==> src/rtl/csr_priv_guard.sv <==
module csr_priv_guard #(
  parameter int CAUSE_W = 32,
  parameter int ILLEGAL_CODE = 2
) (
  input  logic               clk,
  input  logic               rst_n,
  input  logic [1:0]         cur_priv,
  input  logic               csr_valid,
  input  logic [11:0]        csr_addr,
  input  logic               csr_write,
  input  logic               mret_valid,
  input  logic               sret_valid,
  output logic               trap_req,
  output logic [CAUSE_W-1:0] trap_cause,
  output logic [1:0]         trap_prev_priv,
  output logic               csr_grant,
  output logic               csr_we,
  output logic               mret_go,
  output logic               sret_go,
  output logic [1:0]         saved_prev_priv
);
  localparam logic [1:0] LVL_U = 2'b00;
  localparam logic [1:0] LVL_M = 2'b11;
  localparam logic [CAUSE_W-1:0] CAUSE_ILL = CAUSE_W'(ILLEGAL_CODE);

  logic [1:0] need_lvl;
  logic priv_ok, ro_hit, csr_bad, mret_bad, sret_bad;

  assign need_lvl = (csr_addr[9:8] == 2'b10) ? LVL_M : csr_addr[9:8];
  assign priv_ok  = cur_priv >= need_lvl;
  assign ro_hit   = csr_write && (csr_addr[11:10] == 2'b11);
  assign csr_bad  = csr_valid && (!priv_ok || ro_hit);
  assign mret_bad = mret_valid && (cur_priv != LVL_M);
  assign sret_bad = sret_valid && (cur_priv == LVL_U);

  assign trap_req       = csr_bad || mret_bad || sret_bad;
  assign trap_cause     = trap_req ? CAUSE_ILL : '0;
  assign trap_prev_priv = trap_req ? cur_priv : LVL_U;
  assign csr_grant      = csr_valid && !csr_bad;
  assign csr_we         = csr_grant && csr_write;
  assign mret_go        = mret_valid && !mret_bad;
  assign sret_go        = sret_valid && !sret_bad;

  always_ff @(posedge clk or negedge rst_n) begin
    if (!rst_n)        saved_prev_priv <= LVL_M;
    else if (trap_req) saved_prev_priv <= cur_priv;
  end

  AST_ONE_STROBE: assert property (@(posedge clk) disable iff (!rst_n)
    $onehot0({csr_valid, mret_valid, sret_valid})) else $error("strobes");
  AST_ADDR_KNOWN: assert property (@(posedge clk) disable iff (!rst_n)
    csr_valid |-> !$isunknown(csr_addr)) else $error("addr x");
  AST_NO_COMMIT_ON_TRAP: assert property (@(posedge clk) disable iff (!rst_n)
    trap_req |-> !(csr_we || mret_go || sret_go)) else $error("commit on trap");
  AST_PREV_CAPTURE: assert property (@(posedge clk) disable iff (!rst_n)
    trap_req |=> saved_prev_priv == $past(cur_priv)) else $error("prev capture");
  AST_PREV_HOLD: assert property (@(posedge clk) disable iff (!rst_n)
    !trap_req |=> $stable(saved_prev_priv)) else $error("prev hold");
  AST_MRET_LEVEL: assert property (@(posedge clk) disable iff (!rst_n)
    mret_go |-> cur_priv == LVL_M) else $error("mret level");
  AST_SRET_LEVEL: assert property (@(posedge clk) disable iff (!rst_n)
    sret_go |-> cur_priv != LVL_U) else $error("sret level");
  AST_RO_WRITE: assert property (@(posedge clk) disable iff (!rst_n)
    csr_we |-> csr_addr[11:10] != 2'b11) else $error("ro write");
  AST_CAUSE: assert property (@(posedge clk) disable iff (!rst_n)
    trap_req |-> trap_cause == CAUSE_W'(2)) else $error("cause");
endmodule

==> config.mk <==
export PLATFORM = sky130hd
export DESIGN_NAME = csr_priv_guard
export DESIGN_NICKNAME = d
export VERILOG_FILES = /design/src/rtl/csr_priv_guard.sv
export SDC_FILE = /design/constraint.sdc
export NUM_CORES = 1
export LEC_CHECK = 0
export BUFFER_PORTS_ARGS = -buffer_cell sky130_fd_sc_hd__buf_2
export CAP_MARGIN = 20
export CORE_MARGIN = 2
export CORE_UTILIZATION = 30
export CTS_BUF_LIST = sky130_fd_sc_hd__clkbuf_8
export CTS_CLUSTER_SIZE = 8
export DETAILED_ROUTE_END_ITERATION = 12
export GPL_TIMING_DRIVEN = 0
export PLACE_DENSITY = 0.87
export SYNTH_ARGS = -nofsm -noshare
export SYNTH_HDL_FRONTEND = slang
export SYNTH_SLANG_ARGS = --single-unit
==> constraint.sdc <==
create_clock -name clk -period 1.3 [get_ports clk]
set_input_delay 0 -clock clk [delete_from_list [all_inputs] [get_ports clk]]
set_output_delay 0 -clock clk [all_outputs]
set_load 0.02 [all_outputs]
==> results of run 1 <==
## worst min path at each step
stage	cells after the start	slack [ns]	end	from
after floorplan	0	-0.15	saved_prev_priv[0]	rst_n
after global placement	1	-0.05	saved_prev_priv[0]	rst_n
after detailed placement	1	-0.04	saved_prev_priv[0]	rst_n
after CTS	3	0.17	saved_prev_priv[1]	csr_addr[11]
after global routing	3	0.20	saved_prev_priv[1]	csr_addr[11]
final	3	0.18	saved_prev_priv[1]	csr_addr[11]
## placed cells by master (no fill, tap or decap)
cell type | Yosys | layout
o21a_4 | 1 | 1
a211o_1 | 1 | 1
ha_1 | 2 | 1
inv_2 | 0 | 1
or2_4 | 0 | 1
a21boi_0 | 1 | 1
o21a_1 | 1 | 1
nand2_1 | 3 | 2
dlygate4sd3_1 | 0 | 1
ha_4 | 0 | 1
buf_2 | 0 | 15
a31oi_4 | 0 | 1
a31oi_1 | 3 | 2
buf_4 | 32 | 34
inv_1 | 5 | 4
a21oi_4 | 0 | 2
nor2_1 | 1 | 1
clkbuf_8 | 0 | 3
nand4_2 | 1 | 1
nand2b_4 | 1 | 1
and3_1 | 1 | 1
a31o_1 | 1 | 1
a21oi_1 | 4 | 3
dfstp_2 | 2 | 2
nand2b_1 | 1 | 1
nand2_4 | 0 | 1
buf_6 | 0 | 6
conb_1 | 1 | 31
## cell type report
cell class                 count  area, um2  share of cell area, %
buffer                        32        244                   27.3
clock buffer                   3       41.3                   4.62
inverter                       5       18.8                   2.10
multi-input combinational     55        353                   39.5
sequential                     2       52.6                   5.88
tap                           16       20.0                   2.24
timing repair buffer          24        164                   18.3
## per-stage QoR
stage | TNS [ns] | util, % | cells | worst slack [ns] | hold WS [ns]
floorplan | 0 | - | 94 | 0.0174 | -0.148
global placement | -0.781 | 51.1 | 131 | -0.178 | -0.0496
global route | -0.490 | 58.6 | 137 | -0.109 | 0.195
CTS | -0.441 | 58.5 | 137 | -0.110 | 0.171
detailed placement | -0.899 | 51.1 | 131 | -0.197 | -0.0414
finish | -0.281 | 58.6 | 137 | -0.0790 | 0.176
## what timing repair did
item                                   in CTS  in global routing
hold buffers                                1                  0
setup buffers                               2                  0
pin swaps                                   4                  1
setup endpoints to repair                   4                  7
resized for setup                          10                  2
endpoints found under the hold margin       2                  0
## Yosys cell counts
cell       n  share of area, %
nand2b_1   1               1.3
nand4_2    1               2.5
a21boi_0   1               1.5
or2_2      1               1.3
inv_1      5               3.8
a31oi_1    3               3.8
buf_4     32                48
nor2_1     1              0.76
ha_1       2               5.0
nand2b_4   1               2.8
and3_1     1               1.3
a31o_1     1               1.8
conb_1     1              0.76
o21a_1     1               1.5
nand2_1    3               2.3
o21a_4     1               3.0
a21oi_2    1               1.8
a21oi_1    4               4.0
dfstp_2    2                11
a211o_1    1               1.8
## worst register-to-register path: cells and delay by family, from the launching register on
family	cells	cell delay [ns]
flops	1	0.52
buf+inv	1	0.06
compound gates	1	0.18
## routing by layer
metal | vias to the layer above | share of wire, %
li1 | 260 | -
met1 | 194 | 31
met2 | 24 | 59
met3 | 0 | 9.8
met4 | 0 | 0
met5 | - | 0
## cell families after synthesis
kind of cell,Yosys count
other cells,1
fa+ha+maj,2
compound gates,13
simple gates,9
flops,2
buf+inv,37
## power by group through the flow
stage | clock network (mW) | logic [mW] | registers, mW
2_1_floorplan | 0 | 0.262 | 0.0938
4_1_cts | 0.245 | 0.374 | 0.0822
3_3_place_gp | 0 | 0.332 | 0.0814
3_5_place_dp | 0 | 0.337 | 0.0827
5_1_grt | 0.266 | 0.408 | 0.0831
6_report | 0.243 | 0.381 | 0.0820
==> qor.csv, run 1 <==
stage,metric,value,unit
setup_path,startpoint,csr_addr[8],
drt,routed_wl,1.19,mm
sta,min_period_over_period,106,%
drt,drc,0,
sta,rsz0062_at_grt,true,
sta,fin_ws,-0.0790,ns
setup_path,worstSetupPathDepth,9,
global_route,grt_overflow,0,
clock_tree,cts_max_level,1,
cells_and_area,nNetsFinal,145,
cells_and_area,top_register,saved_prev_priv,
sta,hold_viol_final,0,
synth,yosysSeqAreaShare,10.6,%
synth,syn_inst,64,
hold_path,holdCritPathClass,input port to flop,
placement,gp_congestion,0.653,
pwr,combPwrFrac,54.0,%
setup_path,reg2reg_to,saved_prev_priv[1],
placement,place_area,778,um2
global_route,antenna_found_initial,0,
pwr,power.internal,0.444,mW
clock_tree,clock_sinks,2,
setup_path,path_buf_inv,3,
job,cap_violations,0,
sta,post-route-min-period,1.38,ns
cells_and_area,syn_to_final_growth,80.3,%
cells_and_area,drive_above_1_share,57.9,%
setup_path,path_class,input port to output port,
drt,wire_per_inst,8.69,um
cells_and_area,top_regs,saved_prev_priv: 2 flops,
cells_and_area,largest_register_ffs,2,
pwr,p_seq_share,11.6,%
synth,ys_ff_latch,2,
setup_path,ff2ff_path_depth,2,
global_route,grt_use_met3,2.04,%
setup_path,crit_top_cell,buf_6,
clock_tree,cts-root-buf,clkbuf_8,
setup_path,setup.worst_path.end,trap_cause[1],
die,start_util,32.5,%
drt,via_count,478,
synth,syn-cell-area,495,um2
sta,tightest_slew,0.730,ns
setup_path,worst_ep_required_time,1.30,ns
clock_tree,cts_tree,done,
setup_path,path_delay_family,simple AND/OR/NAND/NOR gates,
global_route,use_met1,11.2,%
synth,synth_adder_area_share,5.05,%
synth,syn_avg_cell_area,7.74,um2
global_route,grt_pass1_wl,1.78,mm
cells_and_area,finalInstanceArea,893,um2
sta,fin_skew,0,ns
synth,synth_warnings,0,
die,die_w,44.6,um
sta,slew_viol_final,0,
clock_tree,clk_path_buf_depth,2,
setup_path,cp_max_fo,3,
drt,drt_iter0_drc,0,
synth,muxShareOfSynthArea,0,%
clock_tree,clkLatencyLatePin,0.21,ns
pwr,power_leakage,0.540,nW
synth,synth_top_family_by_area,buffers and inverters,
global_route,first_global_vias,417,
synth,synth.distinct_cells,20,
die,rows,14,
placement,dp_hpwl,981,um
setup_path,reg2reg_setup_slack,0.47,ns
setup_path,slowest_stage,a211o_1,
synth,synth_compound_area_share,19.2,%
setup_path,rr_startpoint,saved_prev_priv[1],
sta,fmax,0.725,GHz
die,dieArea,0.00199,mm2
sta,setup_viol,5,
pwr,p_switching,0.262,mW
die,pin_count,61,
setup_path,endpoint_kind,output port,
die,die_y,44.6,um
pwr,clock_power_share,34.4,%
global_route,grt_max_degree,6,
global_route,use_met2,24.3,%
sta,slew_headroom,50.9,%
drt,via_per_inst,3.49,
pwr,ir_drop,0.739,mV
setup_path,max_stage_delay,0.29,ns
global_route,grtUsageTotal,12.5,%
placement,port_buffers,21,
synth,yosys.area_share.simple,12.1,%
clock_tree,cts_buffers,3,
setup_path,cp.arrival,1.38,ns
synth,synthXorXnorAreaFrac,0,%
pwr,powerDensity,791,mW/mm2
pwr,fin_total_pwr,0.706,mW
cells_and_area,antenna_cells,0,
status,status,"complete, but fails checks",
global_route,grt_busiest_layer,met2,
drt,dr.pass1.iters,1,
clock_tree,path_clk_slew,0.03,ns
drt,drtAntennaViolNets,0,
pwr,swShare,37.1,%
die,fp.coreArea,0.00152,mm2
status,violations,setup timing,
cells_and_area,nFillCells,141,
setup_path,crit_chain,"buf_6, or2_4, ha_4, nand2b_4, a211o_1, o21a_4, nand2_4, buf_6, buf_6",
setup_path,start_kind,input port,
Power figures use the tool's default switching activity.
==> inputs of run 2 (changes only) <==
--- a/config.mk
+++ b/config.mk
@@ -14,6 +14,7 @@
 export DETAILED_ROUTE_END_ITERATION = 12
 export GPL_TIMING_DRIVEN = 0
 export PLACE_DENSITY = 0.87
+export SETUP_SLACK_MARGIN = 0.3
 export SYNTH_ARGS = -nofsm -noshare
 export SYNTH_HDL_FRONTEND = slang
 export SYNTH_SLANG_ARGS = --single-unit
==> qor.csv, run 2 (same netlist as run 1, synthesis figures left out) <==
stage,metric,value,unit
setup_path,worst_ep_required_time,1.30,ns
hold_path,hold_depth,3,
job,cap_violations,0,
setup_path,path_class,input port to output port,
clock_tree,cts-root-buf,clkbuf_8,
setup_path,endpoint_kind,output port,
sta,hold_viol_final,0,
cells_and_area,drive_above_1_share,60.7,%
die,dieArea,0.00199,mm2
setup_path,rr_startpoint,saved_prev_priv[1],
sta,setup_viol,4,
die,pin_count,61,
sta,fmax,0.729,GHz
drt,drt_iter0_drc,0,
cells_and_area,fin_util,61.2,%
global_route,grt_pass1_wl,1.82,mm
clock_tree,cts_tree,done,
sta,tightest_slew,0.759,ns
clock_tree,cts_max_level,1,
global_route,antenna_found_initial,0,
pwr,p_switching,0.259,mW
sta,slew_headroom,49.0,%
drt,wire_per_inst,8.62,um
clock_tree,cts_buffers,3,
pwr,fin_total_pwr,0.715,mW
status,violations,setup timing,
die,start_util,32.5,%
sta,min_period_over_period,106,%
global_route,first_global_vias,451,
die,die_y,44.6,um
cells_and_area,top_register,saved_prev_priv,
global_route,grtUsageTotal,12.3,%
cells_and_area,nFillCells,128,
pwr,ir_drop,0.683,mV
cells_and_area,final_cell_mix,"buf_4, conb_1, buf_2",
clock_tree,clkLatencyLatePin,0.20,ns
clock_tree,clk_path_buf_depth,2,
cells_and_area,nNetsFinal,146,
cells_and_area,largest_register_ffs,2,
sta,fin_skew,0,ns
pwr,combPwrFrac,55.7,%
hold_path,min_from,cur_priv[1],
cells_and_area,syn_to_final_growth,88.1,%
drt,drc,0,
setup_path,cp_max_fo,2,
pwr,p_seq_share,11.4,%
global_route,grt_overflow,0,
setup_path,ff2ff_path_depth,2,
pwr,powerDensity,767,mW/mm2
hold_path,holdCritPathClass,input port to flop,
cells_and_area,mostFrequentLayoutCell,buf_4,
drt,routed_wl,1.19,mm
sta,rsz0062_at_grt,true,
pwr,power_leakage,0.553,nW
pwr,swShare,36.2,%
placement,port_buffers,21,
sta,slew_viol_final,0,
setup_path,cp.arrival,1.37,ns
drt,drtAntennaViolNets,0,
cells_and_area,top_regs,saved_prev_priv: 2 flops,
pwr,power.internal,0.456,mW
drt,via_count,508,
setup_path,start_kind,input port,
clock_tree,path_clk_slew,0.03,ns
global_route,grt_max_degree,6,
placement,dp_hpwl,1.07,mm
setup_path,startpoint,csr_addr[8],
drt,dr.pass1.iters,1,
clock_tree,clock_sinks,2,
status,status,"complete, but fails checks",
die,die_w,44.6,um
die,rows,14,
placement,gp_congestion,0.688,
cells_and_area,antenna_cells,0,
die,fp.coreArea,0.00152,mm2
pwr,clock_power_share,32.9,%
sta,fin_ws,-0.0717,ns
drt,via_per_inst,3.68,
sta,post-route-min-period,1.37,ns
==> run 2: changes by cell type in the layout (fill, tap and decap cells not counted) <==
cell / previous run / this run
nor2_4: 0 / 1
a21oi_1: 3 / 2
buf_2: 15 / 13
buf_6: 6 / 8
nor2_1: 1 / 0
buf_4: 34 / 35
a21oi_2: 0 / 1
nand2b_1: 1 / 0
nand2b_4: 1 / 2
==> run 2: final cells by class <==
cell class              count  area, um2  share of cell area, %
inverters                   5       18.8                   2.01
clock buffers               3       41.3                   4.43
repair buffers             25        184                   19.7
multi-input cells          55        372                   39.9
flip-flops and latches      2       52.6                   5.64
well taps                  16       20.0                   2.15
plain buffers              32        244                   26.2
==> run 2: final timing paths <==
check | end | slack [ns]
min in group asynchronous | saved_prev_priv[1] | 0.29
worst min-delay path | saved_prev_priv[1] | 0.13
worst max-delay path | trap_prev_priv[0] | -0.07
worst max register to register | saved_prev_priv[1] | 0.51
max in group asynchronous | saved_prev_priv[0] | 0.99
worst min register to register | saved_prev_priv[1] | 0.48
==> run 2: critical path: stages <==
cell and delay [ns]:
buf_6 0.09, or2_4 0.24, ha_4 0.21, nand2b_4 0.13, a211o_1 0.28, buf_4 0.16
a21oi_4 0.13, buf_6 0.13
==> run 2: metal layers <==
metal  routed length (um)  vias up  global-route usage (%)
met5                    0        -                       0
met4                    0        0                    5.45
met3                   82        0                    1.22
met2                  748       22                    25.5
met1                  359      221                    11.7
li1                     -      265                       -
==> run 2: through the flow <==
step	worst slack [ns]	hold slack, ns	cell area (um2)	std cells	setup TNS [ns]
global placement	-0.178	-0.0503	808	131	-0.777
detailed placement	-0.200	-0.0390	808	131	-0.883
CTS	-0.105	0.136	930	138	-0.385
global route	-0.108	0.196	932	138	-0.375
floorplan	0.0174	-0.148	683	94	0
finish	-0.0717	0.133	932	138	-0.205
==> run 2: power groups by stage <==
stage	Clock [mW]	Sequential, mW	Combinational [mW]
final	0.235	0.0813	0.398
after global routing	0.248	0.0825	0.424
after CTS	0.240	0.0819	0.391
after detailed placement	0	0.0822	0.354
after global placement	0	0.0814	0.347
after floorplan	0	0.0938	0.274
==> run 2: timing repair <==
item	CTS	global route
hold buffers	1	0
setup endpoints to repair	8	8
resized for setup	13	2
endpoints found under the hold margin	2	0
setup buffers	3	0
pin swaps	5	1
==> inputs of run 3 (changes only) <==
--- a/config.mk
+++ b/config.mk
@@ -7,7 +7,7 @@
 export LEC_CHECK = 0
 export BUFFER_PORTS_ARGS = -buffer_cell sky130_fd_sc_hd__buf_2
 export CAP_MARGIN = 20
-export CORE_MARGIN = 2
+export CORE_MARGIN = 4
 export CORE_UTILIZATION = 30
 export CTS_BUF_LIST = sky130_fd_sc_hd__clkbuf_8
 export CTS_CLUSTER_SIZE = 8
==> qor.csv, run 3 (same netlist as run 1, synthesis figures left out) <==
stage,metric,value,unit
sta,post-route-min-period,1.39,ns
die,fp.coreArea,0.00154,mm2
clock_tree,clkLatencyLatePin,0.20,ns
clock_tree,clk_path_buf_depth,2,
sta,min_period_over_period,107,%
cells_and_area,top_regs,saved_prev_priv: 2 flops,
pwr,combPwrFrac,56.6,%
die,die_y,48.6,um
placement,port_buffers,21,
setup_path,cp.arrival,1.39,ns
drt,drtAntennaViolNets,0,
drt,via_count,508,
global_route,antenna_found_initial,0,
clock_tree,clock_sinks,2,
die,rows,14,
drt,wire_per_inst,9.42,um
global_route,grt_overflow,0,
die,dieArea,0.00237,mm2
setup_path,worst_ep_required_time,1.30,ns
cells_and_area,largest_register_ffs,2,
drt,drt_iter0_drc,0,
placement,dpl.cell_count,131,
pwr,fin_total_pwr,0.733,mW
cells_and_area,fin_cells,139,
global_route,grtUsageTotal,10.5,%
die,pin_count,61,
status,violations,setup timing,
cells_and_area,top_register,saved_prev_priv,
drt,routed_wl,1.31,mm
pwr,power.internal,0.462,mW
pwr,swShare,36.9,%
pwr,powerDensity,770,mW/mm2
sta,fin_skew,0,ns
clock_tree,cts-root-buf,clkbuf_8,
cells_and_area,antenna_cells,0,
pwr,clock_power_share,32.4,%
die,die_w,48.6,um
global_route,first_global_vias,480,
setup_path,endpoint_kind,output port,
drt,dr.pass1.iters,1,
setup_path,path_class,input port to output port,
drt,via_per_inst,3.65,
sta,fin_hold_ws,0.209,ns
clock_tree,cts_tree,done,
drt,drc,0,
sta,rsz0062_at_grt,true,
setup_path,cp_max_fo,2,
status,status,"complete, but fails checks",
pwr,p_seq_share,11.1,%
pwr,power_leakage,0.559,nW
global_route,grt_pass1_wl,2.04,mm
job,cap_violations,0,
clock_tree,cts_buffers,3,
clock_tree,path_clk_slew,0.03,ns
hold_path,holdCritPathClass,input port to flop,
cells_and_area,mostFrequentLayoutCell,buf_4,
cells_and_area,drive_above_1_share,61.0,%
setup_path,start_kind,input port,
pwr,ir_drop,0.641,mV
die,start_util,32.1,%
sta,slew_headroom,46.7,%
sta,setup_viol,8,
sta,fmax,0.721,GHz
cells_and_area,syn_to_final_growth,92.2,%
sta,hold_viol_final,0,
cells_and_area,nNetsFinal,147,
cells_and_area,final_cell_mix,"buf_4, conb_1, buf_2",
sta,fin_ws,-0.0877,ns
placement,dp_hpwl,1.05,mm
clock_tree,cts_max_level,1,
sta,slew_viol_final,0,
global_route,grt_max_degree,6,
placement,gp_congestion,0.629,
sta,tightest_slew,0.792,ns
pwr,p_switching,0.271,mW
==> run 3: worst max-delay path: stages <==
cell	delay, ns
buf_6	0.09
or2_4	0.24
ha_4	0.20
nand2b_4	0.13
a211o_1	0.29
buf_4	0.16
a21oi_4	0.13
buf_6	0.14
==> run 3: path summary, 6_finish.rpt <==
check                              startpoint                 end  slack, ns  cells after the start
max                               csr_addr[9]   trap_prev_priv[0]      -0.09                      8
min reg2reg                saved_prev_priv[1]  saved_prev_priv[1]       0.56                      2
min in group asynchronous               rst_n  saved_prev_priv[1]       0.27                      2
max reg2reg                saved_prev_priv[1]  saved_prev_priv[1]       0.50                      2
min                              csr_addr[11]  saved_prev_priv[1]       0.21                      3
max in group asynchronous               rst_n  saved_prev_priv[0]       1.01                      2
==> run 3: power by group through the flow <==
stage / combinational (mW) / sequential, mW / clock (mW)
detailed placement: 0.352 / 0.0817 / 0
finish: 0.415 / 0.0810 / 0.237
floorplan: 0.274 / 0.0938 / 0
CTS: 0.405 / 0.0812 / 0.242
global placement: 0.347 / 0.0814 / 0
global route: 0.441 / 0.0821 / 0.255
==> run 3: area by class of cell <==
cell class              instances  area (um2)
fillers                       141         589
flip-flops and latches          2        52.6
plain buffers                  32         244
multi-input cells              55         387
well taps                      16        20.0
clock buffers                   3        41.3
repair buffers                 26         189
inverters                       5        18.8
==> run 3: repair_timing <==
| action | CTS | global route |
|---|---|---|
| endpoints found under the hold margin | 2 | 0 |
| pin swaps | 2 | 1 |
| hold buffers | 1 | 0 |
| gates resized for setup | 15 | 0 |
| endpoints found under the setup margin | 8 | 8 |
| setup buffers | 4 | 0 |
==> run 3: stage by stage <==
step / util, % / setup slack [ns] / area [um2] / TNS (ns)
after global routing: 61.8 / -0.136 / 952 / -0.761
final: 61.8 / -0.0877 / 952 / -0.433
after detailed placement: 52.4 / -0.190 / 808 / -0.861
after floorplan: - / 0.0174 / 683 / 0
after global placement: 52.4 / -0.181 / 808 / -0.785
after CTS: 61.8 / -0.115 / 952 / -0.543
==> run 3: routing by layer <==
layer | vias to the layer above | routed length, um | GRT usage (%)
met2 | 31 | 779 | 21.1
li1 | 266 | - | -
met5 | - | 0 | 0
met3 | 2 | 150 | 4.29
met1 | 209 | 365 | 8.66
met4 | 0 | 15 | 4.04
